File: config.mk
export PLATFORM = sky130hd
export DESIGN_NAME = xlate_fan_dist
export DESIGN_NICKNAME = d
export VERILOG_FILES = /design/src/rtl/xlate_fan_pkg.sv /design/src/rtl/xlate_fan_table.sv /design/src/rtl/xlate_fan_ctrl.sv /design/src/rtl/xlate_fan_datapath.sv /design/src/rtl/xlate_fan_dist.sv
export SDC_FILE = /design/constraint.sdc
export NUM_CORES = 1
export LEC_CHECK = 0
export CAP_MARGIN = 30
export CORE_UTILIZATION = 40
export DETAILED_ROUTE_END_ITERATION = 6
export PLACE_DENSITY = 0.61
export SLEW_MARGIN = 40
export SYNTH_ARGS = -nofsm -noshare
export SYNTH_HDL_FRONTEND = slang
export SYNTH_HIERARCHICAL = 1
export SYNTH_SLANG_ARGS = --single-unit
File: constraint.sdc
create_clock -name clk -period 9 [get_ports clk]
set_clock_uncertainty 0.15 [all_clocks]
set_input_delay 0.9 -clock clk [delete_from_list [all_inputs] [get_ports clk]]
set_output_delay 0.9 -clock clk [all_outputs]
set_load 0.05 [all_outputs]
File: src/rtl/xlate_fan_pkg.sv
package xlate_fan_pkg;

  typedef enum logic {
    ST_IDLE = 1'b0,
    ST_SEND = 1'b1
  } fan_state_t;

  // strobes from control to datapath
  typedef struct packed {
    logic capture;  // latch the returned translation
    logic lead;     // member being presented is the leader
  } fan_strobe_t;

endpackage

File: src/rtl/xlate_fan_table.sv
module xlate_fan_table #(
  parameter int ADDR_W     = 16,
  parameter int BASE_SHIFT = 4,
  parameter int GROUPS     = 4,
  parameter int MEMBERS    = 4,
  parameter int PORTS      = 4,
  parameter int DEPTH_W    = 3,
  localparam int SLOT_W    = (GROUPS > 1) ? $clog2(GROUPS) : 1,
  localparam int IDX_W     = (MEMBERS > 1) ? $clog2(MEMBERS) : 1,
  localparam int CNT_W     = $clog2(MEMBERS + 1),
  localparam int PORT_W    = (PORTS > 1) ? $clog2(PORTS) : 1,
  localparam int PAGE_W    = ADDR_W - BASE_SHIFT
) (
  input  logic               clk,
  input  logic               rstN,
  input  logic               insValid,
  input  logic [SLOT_W-1:0]  insSlot,
  input  logic [ADDR_W-1:0]  insVaddr,
  input  logic [PORT_W-1:0]  insPort,
  input  logic               insPrefetch,
  input  logic [DEPTH_W-1:0] insDepth,
  input  logic               lockValid,
  input  logic [SLOT_W-1:0]  lockSlot,
  input  logic               freeEn,
  input  logic [PAGE_W-1:0]  lookPage,
  output logic               lookHit,
  output logic [SLOT_W-1:0]  lookSlot,
  output logic [CNT_W-1:0]   lookCount,
  input  logic [SLOT_W-1:0]  rdSlot,
  input  logic [CNT_W-1:0]   rdIdx,
  output logic [ADDR_W-1:0]  rdVaddr,
  output logic [PORT_W-1:0]  rdPort,
  output logic               rdPrefetch,
  output logic [DEPTH_W-1:0] rdDepth
);

  logic [GROUPS-1:0]  entValid;
  logic [PAGE_W-1:0]  entPage  [GROUPS];
  logic [CNT_W-1:0]   entCount [GROUPS];
  logic [ADDR_W-1:0]  memVaddr [GROUPS][MEMBERS];
  logic [PORT_W-1:0]  memPort  [GROUPS][MEMBERS];
  logic               memPf    [GROUPS][MEMBERS];
  logic [DEPTH_W-1:0] memDepth [GROUPS][MEMBERS];

  logic insLocked;
  assign insLocked = lockValid && (insSlot == lockSlot);

  // per-slot control state
  for (genvar g = 0; g < GROUPS; g++) begin : gSlot
    logic insHere;
    assign insHere = insValid && !insLocked && (insSlot == SLOT_W'(g));

    always_ff @(posedge clk) begin
      if (!rstN) begin
        entValid[g] <= 1'b0;
        entCount[g] <= '0;
        entPage[g]  <= '0;
      end else if (freeEn && lockSlot == SLOT_W'(g)) begin
        entValid[g] <= 1'b0;
        entCount[g] <= '0;
      end else if (insHere) begin
        if (!entValid[g]) begin
          entValid[g] <= 1'b1;
          entPage[g]  <= insVaddr[ADDR_W-1:BASE_SHIFT];
          entCount[g] <= CNT_W'(1);
        end else if (entCount[g] < CNT_W'(MEMBERS)) begin
          entCount[g] <= entCount[g] + CNT_W'(1);
        end
      end
    end

    // member storage, no reset needed
    for (genvar m = 0; m < MEMBERS; m++) begin : gMem
      logic wrHere;
      assign wrHere = insHere &&
                      ((!entValid[g] && m == 0) ||
                       (entValid[g] && entCount[g] == CNT_W'(m)));
      always_ff @(posedge clk) begin
        if (wrHere) begin
          memVaddr[g][m] <= insVaddr;
          memPort[g][m]  <= insPort;
          memPf[g][m]    <= insPrefetch;
          memDepth[g][m] <= insDepth;
        end
      end
    end
  end

  // page lookup, lowest matching slot wins
  always_comb begin
    lookHit   = 1'b0;
    lookSlot  = '0;
    lookCount = '0;
    for (int g = GROUPS - 1; g >= 0; g--) begin
      if (entValid[g] && entPage[g] == lookPage) begin
        lookHit   = 1'b1;
        lookSlot  = SLOT_W'(g);
        lookCount = entCount[g];
      end
    end
  end

  // member read port
  logic [IDX_W-1:0] rdIdxT;
  assign rdIdxT     = rdIdx[IDX_W-1:0];
  assign rdVaddr    = memVaddr[rdSlot][rdIdxT];
  assign rdPort     = memPort[rdSlot][rdIdxT];
  assign rdPrefetch = memPf[rdSlot][rdIdxT];
  assign rdDepth    = memDepth[rdSlot][rdIdxT];

endmodule

File: src/rtl/xlate_fan_ctrl.sv
module xlate_fan_ctrl
  import xlate_fan_pkg::*;
#(
  parameter int GROUPS  = 4,
  parameter int MEMBERS = 4,
  parameter int PORTS   = 4,
  localparam int SLOT_W = (GROUPS > 1) ? $clog2(GROUPS) : 1,
  localparam int CNT_W  = $clog2(MEMBERS + 1),
  localparam int PORT_W = (PORTS > 1) ? $clog2(PORTS) : 1
) (
  input  logic              clk,
  input  logic              rstN,
  input  logic              xlValid,
  output logic              xlReady,
  input  logic              lookHit,
  input  logic [SLOT_W-1:0] lookSlot,
  input  logic [CNT_W-1:0]  lookCount,
  input  logic [PORT_W-1:0] rdPort,
  input  logic [PORTS-1:0]  rspReady,
  output logic [PORTS-1:0]  rspValid,
  output logic [SLOT_W-1:0] curSlot,
  output logic [CNT_W-1:0]  curIdx,
  output logic              lockValid,
  output logic              freeEn,
  output logic              errMiss,
  output fan_strobe_t       strobe
);

  fan_state_t        state;
  logic [SLOT_W-1:0] slotQ;
  logic [CNT_W-1:0]  countQ;
  logic [CNT_W-1:0]  idxQ;
  logic              fire;
  logic              lastMember;
  logic              accept;

  assign accept     = (state == ST_IDLE) && xlValid;
  assign xlReady    = (state == ST_IDLE);
  assign rspValid   = (state == ST_SEND) ? (PORTS'(1) << rdPort) : '0;
  assign fire       = |(rspValid & rspReady);
  assign lastMember = (idxQ == countQ - CNT_W'(1));
  assign freeEn     = fire && lastMember;
  assign lockValid  = (state == ST_SEND);
  assign curSlot    = slotQ;
  assign curIdx     = idxQ;

  assign strobe.capture = accept && lookHit;
  assign strobe.lead    = (idxQ == '0);

  always_ff @(posedge clk) begin
    if (!rstN) begin
      state   <= ST_IDLE;
      slotQ   <= '0;
      countQ  <= '0;
      idxQ    <= '0;
      errMiss <= 1'b0;
    end else begin
      errMiss <= accept && !lookHit;
      case (state)
        ST_IDLE: begin
          if (accept && lookHit) begin
            state  <= ST_SEND;
            slotQ  <= lookSlot;
            countQ <= lookCount;
            idxQ   <= '0;
          end
        end
        ST_SEND: begin
          if (fire) begin
            if (lastMember) begin
              state <= ST_IDLE;
              idxQ  <= '0;
            end else begin
              idxQ <= idxQ + CNT_W'(1);
            end
          end
        end
        default: state <= ST_IDLE;
      endcase
    end
  end

endmodule

File: src/rtl/xlate_fan_datapath.sv
module xlate_fan_datapath
  import xlate_fan_pkg::*;
#(
  parameter int ADDR_W  = 16,
  parameter int DEPTH_W = 3,
  parameter int HIT_W   = 2,
  localparam int SHIFT_W = $clog2(ADDR_W)
) (
  input  logic               clk,
  input  logic               rstN,
  input  fan_strobe_t        strobe,
  input  logic [ADDR_W-1:0]  xlPaddr,
  input  logic [SHIFT_W-1:0] xlShift,
  input  logic               xlUncache,
  input  logic [HIT_W-1:0]   xlHitLevel,
  input  logic [ADDR_W-1:0]  rdVaddr,
  input  logic               rdPrefetch,
  input  logic [DEPTH_W-1:0] rdDepth,
  output logic [ADDR_W-1:0]  rspPaddr,
  output logic               rspUncache,
  output logic [HIT_W-1:0]   rspHitLevel,
  output logic [DEPTH_W-1:0] rspDepth,
  output logic               rspLead
);

  logic [ADDR_W-1:0] paddrQ;
  logic [ADDR_W-1:0] maskQ;
  logic              uncQ;
  logic [HIT_W-1:0]  hitQ;

  always_ff @(posedge clk) begin
    if (!rstN) begin
      paddrQ <= '0;
      maskQ  <= '0;
      uncQ   <= 1'b0;
      hitQ   <= '0;
    end else if (strobe.capture) begin
      paddrQ <= xlPaddr;
      maskQ  <= (ADDR_W'(1) << xlShift) - ADDR_W'(1);
      uncQ   <= xlUncache;
      hitQ   <= xlHitLevel;
    end
  end

  always_comb begin
    if (strobe.lead) rspPaddr = paddrQ;
    else             rspPaddr = (paddrQ & ~maskQ) | (rdVaddr & maskQ);
  end

  always_comb begin
    if (rdPrefetch || rdDepth == '0) rspDepth = rdDepth;
    else                             rspDepth = rdDepth - DEPTH_W'(1);
  end

  assign rspUncache  = uncQ;
  assign rspHitLevel = hitQ;
  assign rspLead     = strobe.lead;

endmodule

File: src/rtl/xlate_fan_dist.sv
module xlate_fan_dist
  import xlate_fan_pkg::*;
#(
  parameter int ADDR_W     = 16,
  parameter int BASE_SHIFT = 4,
  parameter int GROUPS     = 4,
  parameter int MEMBERS    = 4,
  parameter int PORTS      = 4,
  parameter int DEPTH_W    = 3,
  parameter int HIT_W      = 2,
  localparam int SLOT_W    = (GROUPS > 1) ? $clog2(GROUPS) : 1,
  localparam int CNT_W     = $clog2(MEMBERS + 1),
  localparam int PORT_W    = (PORTS > 1) ? $clog2(PORTS) : 1,
  localparam int PAGE_W    = ADDR_W - BASE_SHIFT,
  localparam int SHIFT_W   = $clog2(ADDR_W)
) (
  input  logic               clk,
  input  logic               rstN,
  input  logic               insValid,
  input  logic [SLOT_W-1:0]  insSlot,
  input  logic [ADDR_W-1:0]  insVaddr,
  input  logic [PORT_W-1:0]  insPort,
  input  logic               insPrefetch,
  input  logic [DEPTH_W-1:0] insDepth,
  input  logic               xlValid,
  output logic               xlReady,
  input  logic [PAGE_W-1:0]  xlPage,
  input  logic [ADDR_W-1:0]  xlPaddr,
  input  logic [SHIFT_W-1:0] xlShift,
  input  logic               xlUncache,
  input  logic [HIT_W-1:0]   xlHitLevel,
  output logic [PORTS-1:0]   rspValid,
  input  logic [PORTS-1:0]   rspReady,
  output logic [ADDR_W-1:0]  rspPaddr,
  output logic               rspUncache,
  output logic [HIT_W-1:0]   rspHitLevel,
  output logic [DEPTH_W-1:0] rspDepth,
  output logic               rspLead,
  output logic               errMiss
);

  fan_strobe_t        strobe;
  logic               lookHit;
  logic [SLOT_W-1:0]  lookSlot;
  logic [CNT_W-1:0]   lookCount;
  logic [SLOT_W-1:0]  curSlot;
  logic [CNT_W-1:0]   curIdx;
  logic               lockValid;
  logic               freeEn;
  logic [ADDR_W-1:0]  rdVaddr;
  logic [PORT_W-1:0]  rdPort;
  logic               rdPrefetch;
  logic [DEPTH_W-1:0] rdDepth;

  xlate_fan_table #(
    .ADDR_W(ADDR_W), .BASE_SHIFT(BASE_SHIFT), .GROUPS(GROUPS),
    .MEMBERS(MEMBERS), .PORTS(PORTS), .DEPTH_W(DEPTH_W)
  ) uTable (
    .clk(clk), .rstN(rstN),
    .insValid(insValid), .insSlot(insSlot), .insVaddr(insVaddr),
    .insPort(insPort), .insPrefetch(insPrefetch), .insDepth(insDepth),
    .lockValid(lockValid), .lockSlot(curSlot), .freeEn(freeEn),
    .lookPage(xlPage), .lookHit(lookHit), .lookSlot(lookSlot),
    .lookCount(lookCount),
    .rdSlot(curSlot), .rdIdx(curIdx), .rdVaddr(rdVaddr), .rdPort(rdPort),
    .rdPrefetch(rdPrefetch), .rdDepth(rdDepth)
  );

  xlate_fan_ctrl #(
    .GROUPS(GROUPS), .MEMBERS(MEMBERS), .PORTS(PORTS)
  ) uCtrl (
    .clk(clk), .rstN(rstN),
    .xlValid(xlValid), .xlReady(xlReady),
    .lookHit(lookHit), .lookSlot(lookSlot), .lookCount(lookCount),
    .rdPort(rdPort), .rspReady(rspReady), .rspValid(rspValid),
    .curSlot(curSlot), .curIdx(curIdx), .lockValid(lockValid),
    .freeEn(freeEn), .errMiss(errMiss), .strobe(strobe)
  );

  xlate_fan_datapath #(
    .ADDR_W(ADDR_W), .DEPTH_W(DEPTH_W), .HIT_W(HIT_W)
  ) uData (
    .clk(clk), .rstN(rstN), .strobe(strobe),
    .xlPaddr(xlPaddr), .xlShift(xlShift), .xlUncache(xlUncache),
    .xlHitLevel(xlHitLevel),
    .rdVaddr(rdVaddr), .rdPrefetch(rdPrefetch), .rdDepth(rdDepth),
    .rspPaddr(rspPaddr), .rspUncache(rspUncache), .rspHitLevel(rspHitLevel),
    .rspDepth(rspDepth), .rspLead(rspLead)
  );

endmodule

==> flow_summary.ini, run 1 <==
[status]
outcome = finished clean

[power]
power_frac_seq = 0.529
power_density_nw_per_um2 = 199.2
combPwrFrac = 0.036
p_switching_mw = 0.9416
p_leak_nw = 7.266
ir_worst_vdd_mv = 0.1251
p_int_mw = 3.555
p_total_mw = 4.497
clockPowerShare = 0.435
switching_share = 0.2094

[final_layout]
syn_to_final_growth_pct = 16.56
mostFrequentLayoutCells = 412 x edfxtp_1, 111 x mux4_2, 85 x clkdlybuf4s50_1, 50 x xnor2_1
drive_gt1_frac = 0.2090
diodes = 0
fillerInstances = 3969
nets = 1297
multiInputGateArea_um2 = 5648
seqCellArea_um2 = 13360
layout_commonest_cell = edfxtp_1

[route]
final_antenna_net_count = 0
first_iter_violations = 943
firstDrtPassIters = 5
dr_total_vias = 10080
routed_wl_um = 45620
drcViolationCount = 0
detail_route.wl_per_cell_um = 24.54
avgViaCountPerCell = 5.420

[global_routing]
grt_max_degree = 69
grtUsageTotal = 0.1893
grt_overflow = 0
grt_pass1_vias = 10360
grt_pass1_wl_um = 68010
grt_antenna_before_repair = 4

[clock_tree]
clk_path_buf_depth = 3
htree_levels = 2
cts_sinks = 461
clkLatencyLatePin_ns = 0.59
clock-root-buffer = clkbuf_16
cts_tree = yes
clk_pin_slew_ns = 0.06
cts_resized = 0
numCtsBuffers = 48
hold_buffers = 0
postCtsSetupBuffers = 0

[die]
core_area_um2 = 47750
pin_count = 96
die_h_um = 222.0
initial_core_util = 0.4056
die_w_um = 222.0
rows = 80
dieArea_um2 = 49300

[worst_setup_path]
worstPathRequired_ns = 7.95
critPathSlowestCell = clkdlybuf4s50_1
critical_path.endpoint_type = primary output
cp_max_fo = 43
path_cells = buf_12, buf_4, mux4_2, mux4_2, nor2_1, mux2i_1, clkdlybuf4s50_1
cp_data_arrival_time_ns = 4.34
path_class = reg2out
critPathMaxStageDelay_ns = 0.82
cp_common_cell = mux4_2
cp-start-kind = register

[flow_run]
drv_cap = 0

[worst_hold_path]
hp-class = reg2reg

[sta]
finalCritPeriodShare = 0.5984
tns_ns = 0
relSlewSlack = 0.4703
slew_viol_final = 0
post-route-min-period_ns = 5.385
max_freq_mhz = 185.7
worstMarginPinSlew_ns = 0.7929
hold_viol = 0
setup_violations = 0
rsz0062_at_grt = no

[placed_design]
place_congestion = 0.8007
io_buffers = 95
hpwl_um = 26340

[yosys]
synth_edf_count = 412
synthTopCellsByArea = edfxtp_1 64%, mux4_2 13%, dfxtp_1 5.1%
ys_types = 66
netlist_area_um2 = 19360
synth_top_cell_by_area = edfxtp_1
ys_dominant_reg_cell = edfxtp_1
ys_ff_latch = 461
ys_seq_area_frac = 0.6895
synthCells = 1094
synth_top_family_by_area = multiplexers
async_flop_share = 0
synth_fa_ha_area_frac = 0.01680
synth.net_count = 1187
synth_compound_area_frac = 0.02488
synth_mux_area_frac = 0.1476
ys_warn_count = 6
synth-simple-area-share = 0.07249
synth_area_per_cell_um2 = 17.70
synth_top_cell_area_share = 0.6389
synthXorXnorAreaFrac = 0.02513
power by group through the flow:
stage	registers, mW	clock network, mW	logic [mW]
final	2.38	1.96	0.162
after global routing	2.38	2.07	0.175
after CTS	2.38	2.00	0.164
after detailed placement	2.42	0	0.163
after global placement	2.42	0	0.160
after floorplan	2.42	0	0.0754
critical path: cells and delay by family (launching register included):
| family | cells | cell delay [ns] |
|---|---|---|
| buf+inv | 3 | 1.70 |
| mux | 3 | 1.15 |
| flops | 1 | 0.57 |
| simple gates | 1 | 0.28 |
cell type report:
class / count / share of cell area
clock buffers: 63 / 0.05710
clock inverters: 27 / 0.01170
inverters: 34 / 0.005654
multi-input cells: 538 / 0.2502
flip-flops and latches: 461 / 0.5920
well taps: 615 / 0.03409
repair buffers: 121 / 0.04928
per-layer routing:
layer	global-route usage	wire, um	up-vias	part of all wire
met5	0	11	-	0.00024
met4	0.05556	916	2	0.020
met3	0.03843	2831	66	0.062
met2	0.3036	21660	292	0.47
met1	0.2612	20200	5241	0.44
li1	-	-	4475	-
sequential cells by signal (all words and copies together) (netlist names):
name,count
uCtrl/errMiss,1
uData/rspUncache,1
uCtrl/countQ,3
uTable/memPort,32
uCtrl/curSlot,2
uData/paddrQ,16
uCtrl/curIdx,3
uData/maskQ,16
uTable/entValid,4
uTable/entCount,12
uTable/memVaddr,256
uTable/entPage,48
uTable/memDepth,48
uTable/memPf,16
uData/rspHitLevel,2
uCtrl/lockValid,1
cell families after synthesis:
group | Yosys count
xor+xnor | 54
compound gates | 70
mux | 145
fa+ha+maj | 26
simple gates | 243
flops | 461
buf+inv | 95
metrics by stage:
| stage | hold WS (ns) | instances | worst slack (ns) | utilization | cell area (um2) |
|---|---|---|---|---|---|
| floorplan | 0.2559 | 1094 | 4.527 | - | 19360 |
| global placement | 0.2681 | 1768 | 4.077 | 0.4397 | 20990 |
| detailed placement | 0.2833 | 1768 | 4.026 | 0.4401 | 21010 |
| CTS | 0.2922 | 1858 | 3.374 | 0.4726 | 22570 |
| global route | 0.3212 | 1859 | 3.450 | 0.4727 | 22570 |
| finish | 0.2873 | 1859 | 3.615 | 0.4727 | 22570 |
synth_stat cells, drive strengths merged, types with 22 or more instances:
cell	count
and2	49
and3	22
buf	34
clkbuf	27
dfxtp	49
edfxtp	412
ha	26
inv	34
mux4	111
nand2	49
nor2	23
nor2b	32
xnor2	50
path summary, 6_finish.rpt:
path | start | to | slack (ns) | cells past startpoint
max | uCtrl/curSlot[1]$_SDFFE_PN0P_ | rspDepth[1] | 3.61 | 7
min reg2reg | uData/maskQ[15]$_SDFFE_PN0P_ | uData/maskQ[15]$_SDFFE_PN0P_ | 0.29 | 2
max reg2reg | uCtrl/curSlot[0]$_SDFFE_PN0P_ | uTable/entPage[3][10]$_SDFFCE_PN0P_ | 4.11 | 9
min | uData/maskQ[15]$_SDFFE_PN0P_ | uData/maskQ[15]$_SDFFE_PN0P_ | 0.29 | 2
No activity file was read; power rests on OpenSTA's default activity.
==> run 2, diff against run 1 <==
Settings changed: PLACE_DENSITY 0.61 to 0.63.
Clock period 9 ns to 4.7 ns, I/O delays scaled along.
==> flow_summary.ini, run 2 (synthesis gave the netlist of run 1 again) <==
[route]
detail_route.wl_per_cell_um = 23.44
first_iter_violations = 966
routed_wl_um = 43690
drcViolationCount = 0
avgViaCountPerCell = 5.362
firstDrtPassIters = 5
dr_total_vias = 9995
final_antenna_net_count = 0

[worst_hold_path]
min_path_cells = 1
hold_path_startpoint = insVaddr[14]
hp-class = in2reg
hold-path-endpoint = uTable/memVaddr[2][30]$_DFFE_PP_

[clock_tree]
numCtsBuffers = 46
clock-root-buffer = clkbuf_16
cts_resized = 0
clkLatencyLatePin_ns = 0.57
cts_sinks = 461
clk_path_buf_depth = 3
clk_pin_slew_ns = 0.06
cts_tree = yes
postCtsSetupBuffers = 0
hold_buffers = 0
htree_levels = 2

[final_layout]
mostFrequentLayoutCells = 412 x edfxtp_1, 111 x mux4_2, 88 x clkdlybuf4s50_1, 50 x xnor2_1
largest-register = uTable/memVaddr
nets = 1304
largest_reg_flops = 256
reg_top3 = uTable/memVaddr: 256 flops, uTable/entPage: 48 flops, uTable/memDepth: 48 flops
layout_commonest_cell = edfxtp_1
diodes = 0
syn_to_final_growth_pct = 16.62
fin_util = 0.4730
drive_gt1_frac = 0.2042

[die]
die_w_um = 222.0
pin_count = 96
dieArea_um2 = 49300
core_area_um2 = 47750
rows = 80
die_h_um = 222.0
initial_core_util = 0.4056

[worst_setup_path]
cp_num_buf_inv = 2
path_class = reg2out
cp-start-kind = register
cp_max_fo = 64
critical_path.endpoint_type = primary output
regToRegSetupSlack_ns = 0.62
path_cells = buf_12, mux4_2, mux4_2, mux2_2, clkdlybuf4s50_1
r2r_end = uTable/entCount[1][4]$_SDFFCE_PN0P_
ff2ff_path_depth = 10
r2r_start = uCtrl/curSlot[0]$_SDFFE_PN0P_
critical_path.top_delay_family = multiplexers
cp_data_arrival_time_ns = 3.70
cp_common_cell = mux4_2
critPathMaxStageDelay_ns = 0.72
worstPathRequired_ns = 4.08
critPathSlowestCell = dfxtp_4

[power]
p_leak_nw = 7.260
power_density_nw_per_um2 = 372.0
ir_worst_vdd_mv = 0.2996

[flow_run]
drv_cap = 0

[sta]
max_freq_mhz = 231.5
finalCritPeriodShare = 0.9189
rsz0062_at_grt = no
worstMarginPinSlew_ns = 0.8240
relSlewSlack = 0.4495
slew_viol_final = 0
setup_violations = 0
hold_viol = 0
post-route-min-period_ns = 4.319
tns_ns = 0

[global_routing]
grt_max_degree = 65
grt_pass1_wl_um = 65580
use_met3 = 0.03313
busiest_layer = met2
grt_antenna_before_repair = 2
grt_pass1_vias = 10210
grt_use_met1 = 0.2484
grt_overflow = 0
use_met2 = 0.2967
grtUsageTotal = 0.1801

[placed_design]
io_buffers = 95
hpwl_um = 25950
place_congestion = 0.8027

[status]
outcome = finished clean
## run 2: cell types whose count changed in the layout (fill, tap and decap cells not counted), moves of 2 or more
cell	before	now
buf_4	24	32
buf_2	10	3
clkinv_1	7	13
clkinv_2	11	5
buf_12	1	6
clkdlybuf4s50_1	85	88
nor4_2	1	4
clkbuf_1	13	11
clkbuf_16	49	47
clkinv_4	0	2
nor4_4	2	0
o21ai_2	2	0
## run 2: cell type report
cell class | count | area, um2
clock buffer | 59 | 1231
clock inverter | 27 | 225.2
fill | 3969 | 25160
inverter | 34 | 127.6
multi-input combinational | 538 | 5608
sequential | 461 | 13360
tap | 615 | 769.5
timing repair buffer | 130 | 1261
## run 2: how the worst max path moves through the flow
stage                             startpoint                                  end  slack (ns)  cells past startpoint
2_1_floorplan  uCtrl/curSlot[0]$_SDFFE_PN0P_   uTable/entPage[1][0]$_SDFFCE_PN0P_        0.23                     11
3_3_place_gp                       xlPage[7]        uCtrl/curSlot[0]$_SDFFE_PN0P_        0.62                     10
3_5_place_dp   uCtrl/curSlot[0]$_SDFFE_PN0P_  uTable/entCount[1][4]$_SDFFCE_PN0P_        0.63                     10
4_1_cts        uCtrl/curSlot[1]$_SDFFE_PN0P_                         rspPaddr[12]        0.33                      5
5_1_grt        uCtrl/curSlot[0]$_SDFFE_PN0P_                          rspDepth[1]        0.26                      9
6_report       uCtrl/curSlot[1]$_SDFFE_PN0P_                         rspPaddr[12]        0.38                      5
## run 2: worst reg2reg max path, cell delays in order (launching register included)
cell     delay [ns]
dfxtp_4        0.59
mux4_2         0.56
mux4_2         0.56
mux4_2         0.43
nand2_1        0.09
nor2_1         0.33
nand3_1        0.16
nor3b_2        0.19
buf_4          0.18
and2_1         0.17
or3_1          0.43
## run 2: metrics by stage
step | hold slack [ns] | area, um2 | cells | setup WS (ns) | total power, mW
detailed placement | 0.2707 | 21140 | 1778 | 0.6289 | 4.950
global placement | 0.2681 | 21140 | 1778 | 0.6167 | 4.943
finish | 0.2249 | 22580 | 1864 | 0.3811 | 8.401
CTS | 0.2808 | 22590 | 1864 | 0.3324 | 8.477
global route | 0.2346 | 22580 | 1864 | 0.2627 | 8.657
floorplan | 0.2559 | 19360 | 1094 | 0.2269 | 4.773
## run 2: report_power, final
group,leakage (nW),total (mW),internal [mW],switching [mW]
Clock,0.705,3.54,2.03,1.52
Sequential,4.21,4.55,4.52,0.0272
Combinational,2.35,0.312,0.127,0.185
Total,7.26,8.40,6.67,1.73
## run 2: routing by layer
metal / vias to the layer above / routed length, um
met3: 54 / 2596
met4: 2 / 647
met2: 299 / 21180
met1: 5153 / 19260
met5: - / 9
li1: 4487 / -
==> run 3, diff against run 2 <==
Settings changed: CORE_MARGIN set to 5.
==> flow_summary.ini, run 3 (synthesis gave the netlist of run 1 again) <==
[worst_setup_path]
critPathSlowestCell = clkdlybuf4s50_1
critical_path.endpoint_type = primary output
critical_path.top_delay_family = multiplexers
path_cells = buf_12, mux4_2, mux4_2, mux2_2, clkdlybuf4s50_1
worstPathRequired_ns = 4.08
cp_num_buf_inv = 2
critPathMaxStageDelay_ns = 0.70
cp_data_arrival_time_ns = 3.78
cp_max_fo = 61
cp_common_cell = mux4_2
cp-start-kind = register
path_class = reg2out

[clock_tree]
clk_path_buf_depth = 3
hold_buffers = 0
clkLatencyLatePin_ns = 0.56
cts_tree = yes
cts_sinks = 461
postCtsSetupBuffers = 0
clk_pin_slew_ns = 0.06
htree_levels = 2
cts_resized = 0
numCtsBuffers = 45
clock-root-buffer = clkbuf_16

[route]
first_iter_violations = 1042
routed_wl_um = 44410
avgViaCountPerCell = 5.443
final_antenna_net_count = 0
firstDrtPassIters = 4
drcViolationCount = 0
detail_route.wl_per_cell_um = 23.85
dr_total_vias = 10130

[sta]
setup_ws_ns = 0.2958
rsz0062_at_grt = no
slew_viol_final = 0
worstMarginPinSlew_ns = 0.8298
post-route-min-period_ns = 4.404
tns_ns = 0
setup_violations = 0
finalCritPeriodShare = 0.9371
relSlewSlack = 0.4451
max_freq_mhz = 227.1
hold_viol = 0

[flow_run]
drv_cap = 0

[power]
p_total_mw = 8.216
ir_worst_vdd_mv = 0.2841
p_leak_nw = 7.239
power_density_nw_per_um2 = 364.9

[placed_design]
pre_cts_slack_ns = 0.7818
place_congestion = 0.7916
io_buffers = 95
hpwl_um = 26290
dp_cells = 1782

[global_routing]
grt_use_met1 = 0.2385
use_met2 = 0.2657
grt_pass1_wl_um = 66250
grt_antenna_before_repair = 5
use_met3 = 0.03183
grt_overflow = 0
grt_pass1_vias = 10170
grtUsageTotal = 0.1654
busiest_layer = met2
grt_max_degree = 64

[final_layout]
diodes = 0
layout_commonest_cell = edfxtp_1
reg_top3 = uTable/memVaddr: 256 flops, uTable/entPage: 48 flops, uTable/memDepth: 48 flops
syn_to_final_growth_pct = 16.26
nets = 1308
drive_gt1_frac = 0.2061
finalNonFillerCells = 1862
mostFrequentLayoutCells = 412 x edfxtp_1, 111 x mux4_2, 89 x clkdlybuf4s50_1, 50 x xnor2_1
largest_reg_flops = 256
largest-register = uTable/memVaddr
fin_util = 0.4705

[die]
core_area_um2 = 47850
pin_count = 96
die_w_um = 230.0
rows = 80
die_h_um = 230.0
dieArea_um2 = 52910
initial_core_util = 0.4047

[status]
outcome = finished clean

[worst_hold_path]
hp-class = in2reg
## run 3: changes by cell type in the layout (fill, tap and decap cells not counted), moves of 2 or more
cell       change
clkbuf_1       +2
bufinv_16      -2
clkinv_4       -2
clkbuf_16      -2
buf_4          +5
clkinv_2       +3
clkinv_1       -7
## run 3: per-layer routing
metal / part of all wire / vias to the layer above
met5: 0.00061 / -
met4: 0.015 / 4
met3: 0.064 / 53
met2: 0.47 / 310
met1: 0.45 / 5277
li1: - / 4490
## run 3: stage by stage
stage               cell area (um2)  hold slack (ns)
finish                        22510           0.2184
floorplan                     19360           0.2559
detailed placement            21160           0.2679
global route                  22510           0.2353
CTS                           22510           0.1912
global placement              21150           0.2656
## run 3: worst min-delay path, delay by kind of cell
family                 cells  cell delay [ns]
buffers and inverters      1             0.22
AND/OR/NAND/NOR            1             0.12
AO/OA/AOI/OAI              1             0.04
## run 3: cell type report
cell class / instances / area [um2]
fill: 4029 / 25330
sequential: 461 / 13360
multi-input combinational: 538 / 5603
timing repair buffer: 135 / 1299
clock buffer: 59 / 1189
tap: 615 / 769.5
clock inverter: 20 / 163.9
inverter: 34 / 127.6
## run 3: report_power, final
| group | leakage (nW) | internal [mW] | switching [mW] | total, mW |
|---|---|---|---|---|
| logic | 2.38 | 0.128 | 0.186 | 0.313 |
| registers | 4.21 | 4.52 | 0.0250 | 4.55 |
| clock network | 0.658 | 1.85 | 1.51 | 3.36 |
## run 3: final timing paths
| kind | slack (ns) | cells after the start | from | endpoint |
|---|---|---|---|---|
| worst min register to register | 0.28 | 2 | uData/maskQ[15]$_SDFFE_PN0P_ | uData/maskQ[15]$_SDFFE_PN0P_ |
| worst max-delay path | 0.30 | 5 | uCtrl/curSlot[0]$_SDFFE_PN0P_ | rspPaddr[14] |
| worst max register to register | 0.79 | 8 | uCtrl/curSlot[1]$_SDFFE_PN0P_ | uTable/entPage[3][0]$_SDFFCE_PN0P_ |
| worst min-delay path | 0.22 | 3 | rstN | uTable/entValid[3]$_SDFFE_PP0P_ |
